==> config.mk <==
export PLATFORM = sky130hd
export DESIGN_NAME = mu_top3_select
export DESIGN_NICKNAME = d
export VERILOG_FILES = /design/src/rtl/mu_sel_pkg.sv /design/src/rtl/mu_pair_sort.sv /design/src/rtl/mu_top3_merge.sv /design/src/rtl/mu_top3_select.sv
export SDC_FILE = /design/constraint.sdc
export NUM_CORES = 1
export LEC_CHECK = 0
export ABC_AREA = 0
export BUFFER_PORTS_ARGS = -buffer_cell sky130_fd_sc_hd__buf_2
export CAP_MARGIN = 20
export CORE_ASPECT_RATIO = 1.25
export CORE_MARGIN = 1
export CORE_UTILIZATION = 50
export CTS_CLUSTER_SIZE = 25
export DETAILED_ROUTE_END_ITERATION = 7
export PLACE_DENSITY = 0.73
export SYNTH_ARGS = -nofsm -noshare
export SYNTH_HDL_FRONTEND = slang
export SYNTH_SLANG_ARGS = --single-unit
==> constraint.sdc <==
create_clock -name clk -period 9.5 [get_ports clk]
set_input_delay 2.85 -clock clk [delete_from_list [all_inputs] [get_ports clk]]
set_output_delay 2.85 -clock clk [all_outputs]
set_load 0.02 [all_outputs]
==> src/rtl/mu_sel_pkg.sv <==
// Shared widths, candidate record and ranking rule for the top-three selector.
package mu_sel_pkg;
    localparam int PT_W   = 7;   // momentum field width
    localparam int IDX_W  = 3;   // input position width
    localparam int ADDR_W = 6;   // candidate address width
    localparam int NSEL   = 3;   // number of ranked output slots
    localparam int SUM_W  = PT_W + 1;

    typedef struct packed {
        logic              vld;
        logic [PT_W-1:0]   pt;
        logic [IDX_W-1:0]  idx;
        logic [ADDR_W-1:0] addr;
    } cand_t;

    // True when a must be ranked ahead of b: valid first, then higher pt, then lower index.
    function automatic logic outranks(input cand_t a, input cand_t b);
        return a.vld && (!b.vld || (a.pt > b.pt) || ((a.pt == b.pt) && (a.idx < b.idx)));
    endfunction
endpackage

==> src/rtl/mu_pair_sort.sv <==
// Orders the two candidates of one quarter into a ranked list of NSEL entries.
// Assumes: purely combinational; entries past the second are padded invalid.
module mu_pair_sort
    import mu_sel_pkg::*;
(
    input  cand_t cand_a,
    input  cand_t cand_b,
    output cand_t ranked [NSEL]
);
    // Place the stronger candidate first and pad the remainder.
    always_comb begin
        for (int k = 0; k < NSEL; k++) ranked[k] = '0;
        if (outranks(cand_b, cand_a)) begin
            ranked[0] = cand_b;
            ranked[1] = cand_a;
        end else begin
            ranked[0] = cand_a;
            ranked[1] = cand_b;
        end
    end
endmodule

==> src/rtl/mu_top3_merge.sv <==
// Merges two ranked lists of NSEL entries and keeps the best NSEL.
// Assumes: both inputs ranked by outranks(); invalid entries sit at the tail.
// Since the k-th pick has consumed k entries in total, neither read pointer
// can pass NSEL-1 and no bounds test is needed.
module mu_top3_merge
    import mu_sel_pkg::*;
(
    input  cand_t list_a [NSEL],
    input  cand_t list_b [NSEL],
    output cand_t merged [NSEL]
);
    // Two-pointer merge, unrolled over the NSEL output slots.
    always_comb begin
        int ia;
        int ib;
        ia = 0;
        ib = 0;
        for (int k = 0; k < NSEL; k++) begin
            if (outranks(list_b[ib], list_a[ia])) begin
                merged[k] = list_b[ib];
                ib = ib + 1;
            end else begin
                merged[k] = list_a[ia];
                ia = ia + 1;
            end
        end
    end
endmodule

==> src/rtl/mu_top3_select.sv <==
// Top-three momentum selector: ranks N_QUAD*2 candidates per clock and
// returns the best three plus the sum of the two highest momenta.
// Assumes: N_QUAD is a power of two, at least 2, and N_QUAD*2 fits IDX_W.
// Latency is 2 + log2(N_QUAD) clocks (pair stage, merge levels, output stage).
module mu_top3_select
    import mu_sel_pkg::*;
#(
    parameter int N_QUAD = 4,
    parameter int BX_W   = 12
) (
    input  logic                      clk,
    input  logic                      rst_n,
    input  logic                      in_valid,
    input  logic [BX_W-1:0]           in_bx,
    input  logic [N_QUAD*2*PT_W-1:0]  in_pt,
    input  logic [N_QUAD*2*ADDR_W-1:0] in_addr,
    output logic                      out_valid,
    output logic [BX_W-1:0]           out_bx,
    output logic [NSEL*PT_W-1:0]      out_pt,
    output logic [NSEL*IDX_W-1:0]     out_idx,
    output logic [NSEL*ADDR_W-1:0]    out_addr,
    output logic [SUM_W-1:0]          out_sum
);
    localparam int N_CAND = N_QUAD * 2;
    localparam int LEVELS = $clog2(N_QUAD);
    localparam int LAT    = LEVELS + 2;
    localparam int N_NODE = 2 * N_QUAD - 1;

    cand_t cin    [N_CAND];
    cand_t leaf_c [N_QUAD][NSEL];
    cand_t node_c [N_QUAD-1][NSEL];
    cand_t tree   [N_NODE][NSEL];   // heap order: node n has children 2n+1, 2n+2

    logic            vpipe [LAT];
    logic [BX_W-1:0] bpipe [LAT];

    // Unpack the flat input buses into candidate records tagged by position.
    for (genvar k = 0; k < N_CAND; k++) begin : g_unpack
        assign cin[k] = '{vld:  1'b1,
                          pt:   in_pt[k*PT_W +: PT_W],
                          idx:  IDX_W'(k),
                          addr: in_addr[k*ADDR_W +: ADDR_W]};
    end

    // Leaf stage: one pair sorter and register per quarter.
    for (genvar q = 0; q < N_QUAD; q++) begin : g_leaf
        mu_pair_sort u_pair (
            .cand_a (cin[2*q]),
            .cand_b (cin[2*q+1]),
            .ranked (leaf_c[q])
        );
        // Register the ordered pair of this quarter.
        always_ff @(posedge clk) begin
            for (int k = 0; k < NSEL; k++)
                tree[N_QUAD-1+q][k] <= rst_n ? leaf_c[q][k] : '0;
        end
    end

    // Merge tree: each internal node keeps the best NSEL of its two children.
    for (genvar n = 0; n < N_QUAD - 1; n++) begin : g_node
        mu_top3_merge u_merge (
            .list_a (tree[2*n+1]),
            .list_b (tree[2*n+2]),
            .merged (node_c[n])
        );
        // Register the merged list of this node.
        always_ff @(posedge clk) begin
            for (int k = 0; k < NSEL; k++)
                tree[n][k] <= rst_n ? node_c[n][k] : '0;
        end
    end

    // Carry the valid flag and crossing number alongside the data.
    always_ff @(posedge clk) begin
        if (!rst_n) begin
            for (int s = 0; s < LAT; s++) begin
                vpipe[s] <= 1'b0;
                bpipe[s] <= '0;
            end
        end else begin
            vpipe[0] <= in_valid;
            bpipe[0] <= in_bx;
            for (int s = 1; s < LAT; s++) begin
                vpipe[s] <= vpipe[s-1];
                bpipe[s] <= bpipe[s-1];
            end
        end
    end

    // Output stage: drive the ranked slots and add the two leading momenta.
    always_ff @(posedge clk) begin
        if (!rst_n) begin
            out_pt   <= '0;
            out_idx  <= '0;
            out_addr <= '0;
            out_sum  <= '0;
        end else begin
            for (int s = 0; s < NSEL; s++) begin
                out_pt[s*PT_W +: PT_W]       <= tree[0][s].vld ? tree[0][s].pt : '0;
                out_idx[s*IDX_W +: IDX_W]    <= tree[0][s].idx;
                out_addr[s*ADDR_W +: ADDR_W] <= tree[0][s].addr;
            end
            out_sum <= SUM_W'(tree[0][0].pt) + SUM_W'(tree[0][1].pt);
        end
    end

    assign out_valid = vpipe[LAT-1];
    assign out_bx    = bpipe[LAT-1];
endmodule

# After elaboration in Yosys (flattened, before gate mapping)
# Memory sizes are Yosys's and may differ from the RTL's.
# Cells that the tools add are included.
# classes
n_addsub	7
mul	0
div	0
order_cmp	34
n_eq_ne	9
shifts	0
mux	88
n_bitwise	20
reduce_logical	48
# op_table
operator	n
17-bit 2-to-1 mux	50
17-bit binary-select mux with 2-bit select	12
32-bit by 3-bit >= comparator with 1-bit output (second input constant)	12
32-bit 2-to-1 mux	6
1-bit inverter with 32-bit output	6
32-bit inverter	6
33-bit 2-to-1 mux	4
7-bit greater-than comparator	13
7-bit equality test	9
12-bit 2-to-1 mux	4
3-bit less-than comparator	9
1-bit logical AND	18
1-bit logical OR	18
1-bit by 1-bit adder with 2-bit output (second input constant)	6
1-bit 2-to-1 mux	12
1-bit zero test	9
7-bit by 7-bit adder with 8-bit output	1
1-bit bitwise OR	8
2-bit AND reduction	3
# word_totals
regBits	56
latch_bits	0
ram_bits	409
rom_bits	0
in_bits	119
output_inout_bits	69
wordCells	215
mem_count	3
# mem_list
name	depth	word_bits	rd	rd_clocked_by_memory_dff	wr	line_no	text
tree	7	51	7	0	7	mu_top3_select.sv:32	cand_t tree [N_NODE][NSEL];
bpipe	4	12	4	0	4	mu_top3_select.sv:35	logic [BX_W-1:0] bpipe [LAT];
vpipe	4	1	4	0	4	mu_top3_select.sv:34	logic vpipe [LAT];

# Logic depth before layout (Yosys ltp)
# Gate-level depths: netlist (run 1).
# An unclocked memory read counts as a cell.
# logic_depth
word_depth	25
ltp_mapped	33
mapped_depth_nobuf	27

# Cells and area by module
# From an unflattened synthesis (run 1), not the netlist that was laid out.
# unflattened
hier_cells	2671
hier_area_um2	24208.2
# by_module_without_submodules
module	instances	cells_each	area_each_um2
mu_top3_select	1	1023	12769.7
mu_pair_sort	4	132	953.4
mu_top3_merge (g_node[1].u_merge)	1	372	2566.2
mu_top3_merge (g_node[0].u_merge)	1	375	2563.7
mu_top3_merge (g_node[2].u_merge)	1	373	2494.9

# Worst setup path after synthesis (run 1)
# No wires, ideal clock.
# synth_timing
path_kind	reg-to-reg
start	memory tree[0][98] (netlist bit)
end	memory tree[0][1] (netlist bit)
arrival_ns	6.915
required_ns	9.414
setup_slack_ns	2.499
stages_incl_launch_ff	33
n_path_buf	7
period_less_slack_ns	7.001
path_cell_list	dfxtp_1 > inv_1 > ha_1 > a211oi_1 > o21a_1 > a21oi_1 > inv_2 > clkbuf_1 > clkbuf_1 > mux2i_1 > ha_1 > nand4_1 > or3_1 > a211oi_1 > a221oi_1 > o211ai_1 > clkbuf_1 > inv_2 > ha_1 > clkbuf_1 > buf_2 > buf_1 > mux2i_1 > o21ai_0 > ha_1 > nand2b_1 > a21oi_1 > maj3_1 > o21ai_1 > a31oi_1 > clkbuf_1 > a211oi_1 > a211oi_1
# synth_rtl
element	line_no
start, declared	mu_top3_select.sv:32

==> results of run 1 <==
Yosys cell counts, types with 29 or more instances:
cell      number
dfxtp_1      365
mux2i_1      181
and2_1        93
a211oi_1      29
ha_1         102
clkbuf_1      81
a21oi_1      109
nand3_1       39
o21ai_0       49
nand2_1      189
nor2_1       210
inv_1         68
mux2_2        42
per-layer routing:
layer | up-vias | GRT usage [%] | share of wire, %
met3 | 83 | 3.32 | 4.3
met4 | 0 | 10.1 | 3.9
li1 | 6569 | - | -
met2 | 314 | 42.5 | 48
met5 | - | 0 | 0
met1 | 6240 | 30.3 | 44
where the power goes:
| group | internal, mW | leakage (nW) | switching (mW) |
|---|---|---|---|
| combinational | 0.464 | 5.30 | 0.651 |
| clock | 0.876 | 0.592 | 0.596 |
| sequential | 1.69 | 3.00 | 0.108 |
| total | 3.03 | 8.89 | 1.35 |
worst max-delay path, delay by kind of cell, from the launching register on:
family	cells	cell delay (ns)
adders and majority gates	5	2.09
buffers and inverters	7	1.88
AOI/OAI and AO/OA	12	1.84
and+or+nand+nor	5	1.09
DFF	1	0.38
muxes	1	0.22
state kept, by name, summed over array words and instances (netlist names):
| register | cells |
|---|---|
| bpipe | 48 |
| out_pt | 21 |
| out_addr | 18 |
| vpipe | 4 |
| out_sum | 8 |
| tree | 257 |
| out_idx | 9 |
final timing paths:
check | from | slack, ns | to
setup / recovery | tree[0][98]$_SDFF_PN0_ | 1.78 | tree[0][4]$_SDFF_PN0_
setup reg to reg | tree[0][98]$_SDFF_PN0_ | 1.78 | tree[0][4]$_SDFF_PN0_
hold reg to reg | tree[0][4]$_SDFF_PN0_ | 0.43 | out_addr[16]$_SDFF_PN0_
hold / removal | tree[0][4]$_SDFF_PN0_ | 0.43 | out_addr[16]$_SDFF_PN0_
per-stage QoR:
stage | worst slack, ns | instances | cell area (µm²) | util (%) | total power [mW]
6_report | 1.78 | 2417 | 19200 | 58.3 | 4.38
5_1_grt | 1.15 | 2417 | 19200 | 58.3 | 4.61
4_1_cts | 1.38 | 2414 | 19200 | 58.3 | 4.40
3_5_place_dp | 1.43 | 2350 | 18000 | 54.5 | 2.93
3_3_place_gp | 1.60 | 2350 | 18000 | 54.5 | 2.90
2_1_floorplan | 2.50 | 1853 | 16900 | - | 2.62
cell families after synthesis:
group,Yosys count,synth area share (%)
AO/OA/AOI/OAI,310,11.6
buffers and inverters,200,5.05
multiplexers,232,14.7
adder cells (fa/ha/maj),106,7.84
other,1,0.0222
AND/OR/NAND/NOR,632,17.2
flip-flops,365,43.2
XOR/XNOR,7,0.363
area by class of cell:
class / count / area (µm²)
Clock buffer: 45 / 975
Fill cell: 2922 / 13700
Tap cell: 418 / 523
Timing Repair Buffer: 208 / 1100
Multi-Input combinational cell: 1288 / 8770
Inverter: 74 / 285
Sequential cell: 365 / 7310
Clock inverter: 19 / 269
==> results.md, run 1 <==
* Total track usage at 24.4%
* Vias per cell at 5.46
* Fraction of layout instances using a drive strength above 1 at 16.8%
* Setup skew after layout at 0.0268 ns
* Initial antenna violation count at 0
* 1st-iter DRT viols at 915
* Setup Fix Bufs, Post-CTS at 0
* Die span in x at 166 µm
* RSZ-0062 raised after global routing: false
* Vias in the first global route at 12,903
* Worst hold slack at 0.427 ns
* CTS resizes at 0
* Seq cells post-synth at 365
* Gate count of the mapped netlist at 1,853
* Number of CTS-inserted buffers at 36
* Crit path max fanout at 48
* DRC at 15
* Yosys top cell by area: dfxtp_1
* Hold Vio Cnt, Final at 0
* Commonest non-fill, non-tap cell in the layout: dfxtp_1
* Violated checks: DRC
* Final Max Tran Viols at 0
* CTS max path bufs at 3
* Synth Flop Type: dfxtp_1
* Worst rel slew slack at 32.3%
* Outcome: finished, violations left
* Pleak at 8.89 nW
* Pin count of the biggest net entering global routing at 122
* Detailed Route WL at 42.3 mm
* Worst hold stages at 1
* First-pass GRT wire length at 68.0 mm
* Synthesized area per cell at 9.12 µm²
* Hold Buf Count CTS at 0
* CP required at 9.86 ns
* CTS tree: done
* Post-synthesis sequential area ratio at 43.2%
* Max Cap Viol at 0
* CP Launch Type: flop
* Syn nets at 2,075
* R2R cell count at 30
* NumNets Final at 2,195
* N_diodes at 0
* Slowest-stage cell, CP: ha_1
* TNS Setup at 0 ns
* EDFF count, synth at 0
* Hold Crit Class: flop to flop
* Crit. End Element: flop
* Core area at 0.0330 mm²
* Area share of the largest cell type after synthesis at 43.2%
* Die footprint at 0.0346 mm²
* Htree depth at 2
* Yosys warnings at 0
* Port bufs at 187
* Worst skew pair latency at 0.53 ns
* DRT Pass-1 Iters at 8
* Worst EP arrival at 8.08 ns
* PwrDens at 228 mW/mm²
* Initial Utilization at 51.3%
* Worst-path clk slew at 0.07 ns
* Via count at 13,206
* Asr flop ratio synth at 0%
* DR WL/cell at 17.5 µm
* GRT overflow at 0
* Netlist cell types at 62
* CP max stage delay at 0.73 ns
* Final HPWL DP at 31.3 mm
* Setup-failing EPs final at 0
* Cell Area, Synth at 0.0169 mm²
* Most frequent cells in the layout: dfxtp_1 (365), nor2_1 (210), nand2_1 (189), buf_2 (186), mux2i_1 (181)
* Ranking of synthesized cells by area: dfxtp_1 (43%), mux2i_1 (11%), ha_1 (7.5%)
* Gpl congestion at 0.901
* DIE HEIGHT at 208 µm
* Measured slew at the worst slew-check pin at 1.02 ns
* # rows at 74
* Detail Route Antenna Nets at 0
* Peak supply drop at 0.112 mV
* CTS Sinks at 365
* F_max at 130 MHz
* Crit Path Class: flop to flop
* Final period utilization at 81.3%
* Fin crit period at 7.72 ns
* IO Count at 188
* Area delta synth->final at 13.7%
* CTS root buffer: clkbuf_16
Power figures use the tool's default switching activity.
==> inputs of run 2 (changes only) <==
ABC_AREA = 1   (was 0)
clock period = 7.4 ns   (was 9.5 ns; I/O delays follow)
==> run 2 against run 1 <==
Compared with the run above:
- the run now ends clean
- sequential share of layout area rose by 0.58 points
- combinational power grew 73%
- largest power group unchanged
- design area down 1.5%
- global-route usage up 0.96 points
- worst setup slack worse by 0.98 ns
==> results.md, run 2 <==
* R2R Setup Slk at 0.81 ns (was 1.78 ns)
* Yosys top cell by area: dfxtp_1 (unchanged)
* DIE HEIGHT at 206 µm (was 208 µm)
* Die span in x at 165 µm (was 166 µm)
* Synth top cells by count: inv_1 (378), nand2_1 (378), dfxtp_1 (365), o21ai_0 (206), a21oi_1 (185) (was dfxtp_1 (365), nor2_1 (210), nand2_1 (189), mux2i_1 (181), a21oi_1 (109))
* Ranking of synthesized cells by area: dfxtp_1 (44%), inv_1 (8.5%), nand2_1 (8.5%) (was dfxtp_1 (43%), mux2i_1 (11%), ha_1 (7.5%))
* EDFF count, synth at 0 (unchanged)
* Fin crit period at 6.59 ns (was 7.72 ns)
* Initial antenna violation count at 0 (unchanged)
* N_diodes at 0 (unchanged)
* Netlist cell types at 44 (was 62)
* Gpl congestion at 1.02 (was 0.901)
* NumNets Final at 2,562 (was 2,195)
* Crit path max fanout at 53 (was 48)
* Core area at 0.0327 mm² (was 0.0330 mm²)
* DR WL/cell at 15.6 µm (was 17.5 µm)
* Cell Area, Synth at 0.0166 mm² (was 0.0169 mm²)
* Max reg flops at 257 (unchanged)
* Number of CTS-inserted buffers at 36 (unchanged)
* Biggest register: tree (unchanged)
* Reg area at 0.00731 mm² (unchanged)
* CTS resizes at 0 (unchanged)
* Pleak at 9.64 nW (was 8.89 nW)
* PwrDens at 331 mW/mm² (was 228 mW/mm²)
* TNS Setup at 0 ns (unchanged)
* DRC at 0 (was 15)
* Fin area at 0.0189 mm² (was 0.0192 mm²)
* Post-synthesis sequential area ratio at 43.9% (was 43.2%)
* Area delta synth->final at 13.8% (was 13.7%)
* Port bufs at 187 (unchanged)
* Vias per cell at 5.24 (was 5.46)
* Max Cap Viol at 0 (unchanged)
* Synth Flop Type: dfxtp_1 (unchanged)
* Outcome: completed (was finished, violations left)
* Htree depth at 2 (unchanged)
* Vias in the first global route at 13,257 (was 12,903)
* First-pass GRT wire length at 68.1 mm (was 68.0 mm)
* Slowest-stage cell, CP: inv_1 (was ha_1)
* GRT overflow at 0 (unchanged)
* CTS max path bufs at 3 (unchanged)
* Measured slew at the worst slew-check pin at 0.932 ns (was 1.02 ns)
* Via count at 14,575 (was 13,206)
* CP Launch Type: flop (unchanged)
* Pin count of the biggest net entering global routing at 121 (was 122)
* Crit. End Element: flop (unchanged)
* Worst EP arrival at 7.00 ns (was 8.08 ns)
* Instance area at placement at 0.0177 mm² (was 0.0180 mm²)
* Fraction of layout instances using a drive strength above 1 at 13.0% (was 16.8%)
* Worst rel slew slack at 37.8% (was 32.3%)
* Initial Utilization at 50.9% (was 51.3%)
* Setup skew after layout at 0.0267 ns (was 0.0268 ns)
* Yosys warnings at 0 (unchanged)
* 1st-iter DRT viols at 1,203 (was 915)
* DRT Pass-1 Iters at 5 (was 8)
* CP required at 7.81 ns (was 9.86 ns)
* Worst-path clk slew at 0.06 ns (was 0.07 ns)
* Syn nets at 2,444 (was 2,075)
* CTS tree: done (unchanged)
* Worst skew pair latency at 0.54 ns (was 0.53 ns)
* Hold Crit Class: flop to flop (unchanged)
* Setup-failing EPs final at 0 (unchanged)
* Area share of the largest cell type after synthesis at 43.9% (was 43.2%)
* Final period utilization at 89.1% (was 81.3%)
* Gate count of the mapped netlist at 2,221 (was 1,853)
* Seq cells post-synth at 365 (unchanged)
* Biggest regs: tree: 257 flops, bpipe: 48 flops, out_pt: 21 flops (unchanged)
* CTS root buffer: clkbuf_16 (unchanged)
* Multi-input logic area at 0.00728 mm² (was 0.00877 mm²)
* Total track usage at 25.4% (was 24.4%)
* Hold Buf Count CTS at 0 (unchanged)
* CTS Sinks at 365 (unchanged)
* Final HPWL DP at 32.9 mm (was 31.3 mm)
* CP max stage delay at 0.52 ns (was 0.73 ns)
* Most frequent cells in the layout: inv_1 (378), nand2_1 (377), dfxtp_1 (365), o21ai_0 (206), buf_2 (186) (was dfxtp_1 (365), nor2_1 (210), nand2_1 (189), buf_2 (186), mux2i_1 (181))
* Final Max Tran Viols at 0 (unchanged)
* Hold Vio Cnt, Final at 0 (unchanged)
* F_max at 152 MHz (was 130 MHz)
* # rows at 74 (unchanged)
* Number of fill cells at 2,988 (was 2,922)
* Commonest non-fill, non-tap cell in the layout: inv_1 (was dfxtp_1)
* Detailed Route WL at 43.4 mm (was 42.3 mm)
* Asr flop ratio synth at 0% (unchanged)
* RSZ-0062 raised after global routing: false (unchanged)
* Die footprint at 0.0340 mm² (was 0.0346 mm²)
* Detail Route Antenna Nets at 0 (unchanged)
* Peak supply drop at 0.199 mV (was 0.112 mV)
* Crit Path Class: flop to flop (unchanged)
* IO Count at 188 (unchanged)
* Synthesized area per cell at 7.50 µm² (was 9.12 µm²)
* Setup Fix Bufs, Post-CTS at 0 (unchanged)
==> run 2: power by group <==
part | leakage, nW | total (mW) | switching (mW) | internal (mW)
Sequential | 3.01 | 2.40 | 0.162 | 2.24
Clock | 0.611 | 1.94 | 0.751 | 1.19
Combinational | 6.02 | 1.94 | 1.27 | 0.663
==> run 2: metrics by stage <==
stage,utilization (%),std cells,hold slack [ns],power [mW],setup WS (ns)
finish,58.0,2784,0.410,6.27,0.805
global route,58.0,2784,0.428,6.64,0.120
CTS,58.0,2784,0.411,6.27,0.901
detailed placement,54.1,2719,0.398,4.33,0.936
global placement,54.1,2719,0.392,4.30,1.05
floorplan,-,2221,0.390,3.80,2.11
==> run 2: worst paths after layout <==
check | startpoint | to | depth (start not counted)
worst max register to register | tree[1][96]$_SDFF_PN0_ | tree[0][111]$_SDFF_PN0_ | 33
worst min register to register | bpipe[0][21]$_SDFF_PN0_ | bpipe[0][33]$_SDFF_PN0_ | 2
worst min-delay path | bpipe[0][21]$_SDFF_PN0_ | bpipe[0][33]$_SDFF_PN0_ | 2
worst max-delay path | tree[1][96]$_SDFF_PN0_ | tree[0][111]$_SDFF_PN0_ | 33
==> run 2: logic make-up (layout without fill, tap and decap cells) <==
kind of cell | Yosys count | count (layout) | synth area share, %
and+or+nand+nor | 667 | 667 | 16.5
AOI/OAI and AO/OA | 558 | 558 | 18.5
DFF | 365 | 365 | 43.9
buffers and inverters | 513 | 658 | 12.4
adders and majority gates | 104 | 104 | 7.86
muxes | 13 | 13 | 0.782
other | 1 | 1 | 0.0225
==> run 2: area by class of cell <==
class	count	area share, %
Sequential cell	365	38.6
Timing Repair Buffer	208	5.87
Clock buffer	46	5.17
Tap cell	418	2.76
Inverter	385	7.63
Clock inverter	19	1.56
Multi-Input combinational cell	1343	38.4
==> run 2: layer usage <==
layer | vias up | share of wire (%) | GRT usage, %
li1 | 7383 | - | -
met1 | 6542 | 44 | 33.1
met2 | 552 | 46 | 42.2
met3 | 98 | 6.5 | 3.89
met4 | 0 | 3.1 | 9.27
met5 | - | 0 | 0
==> run 2: worst max-delay path, delay by kind of cell, from the launching register on <==
| family | cells | cell delay [ns] |
|---|---|---|
| AOI/OAI and AO/OA | 7 | 1.14 |
| adders and majority gates | 4 | 1.14 |
| DFF | 1 | 0.40 |
| buffers and inverters | 6 | 1.80 |
| and+or+nand+nor | 16 | 1.94 |
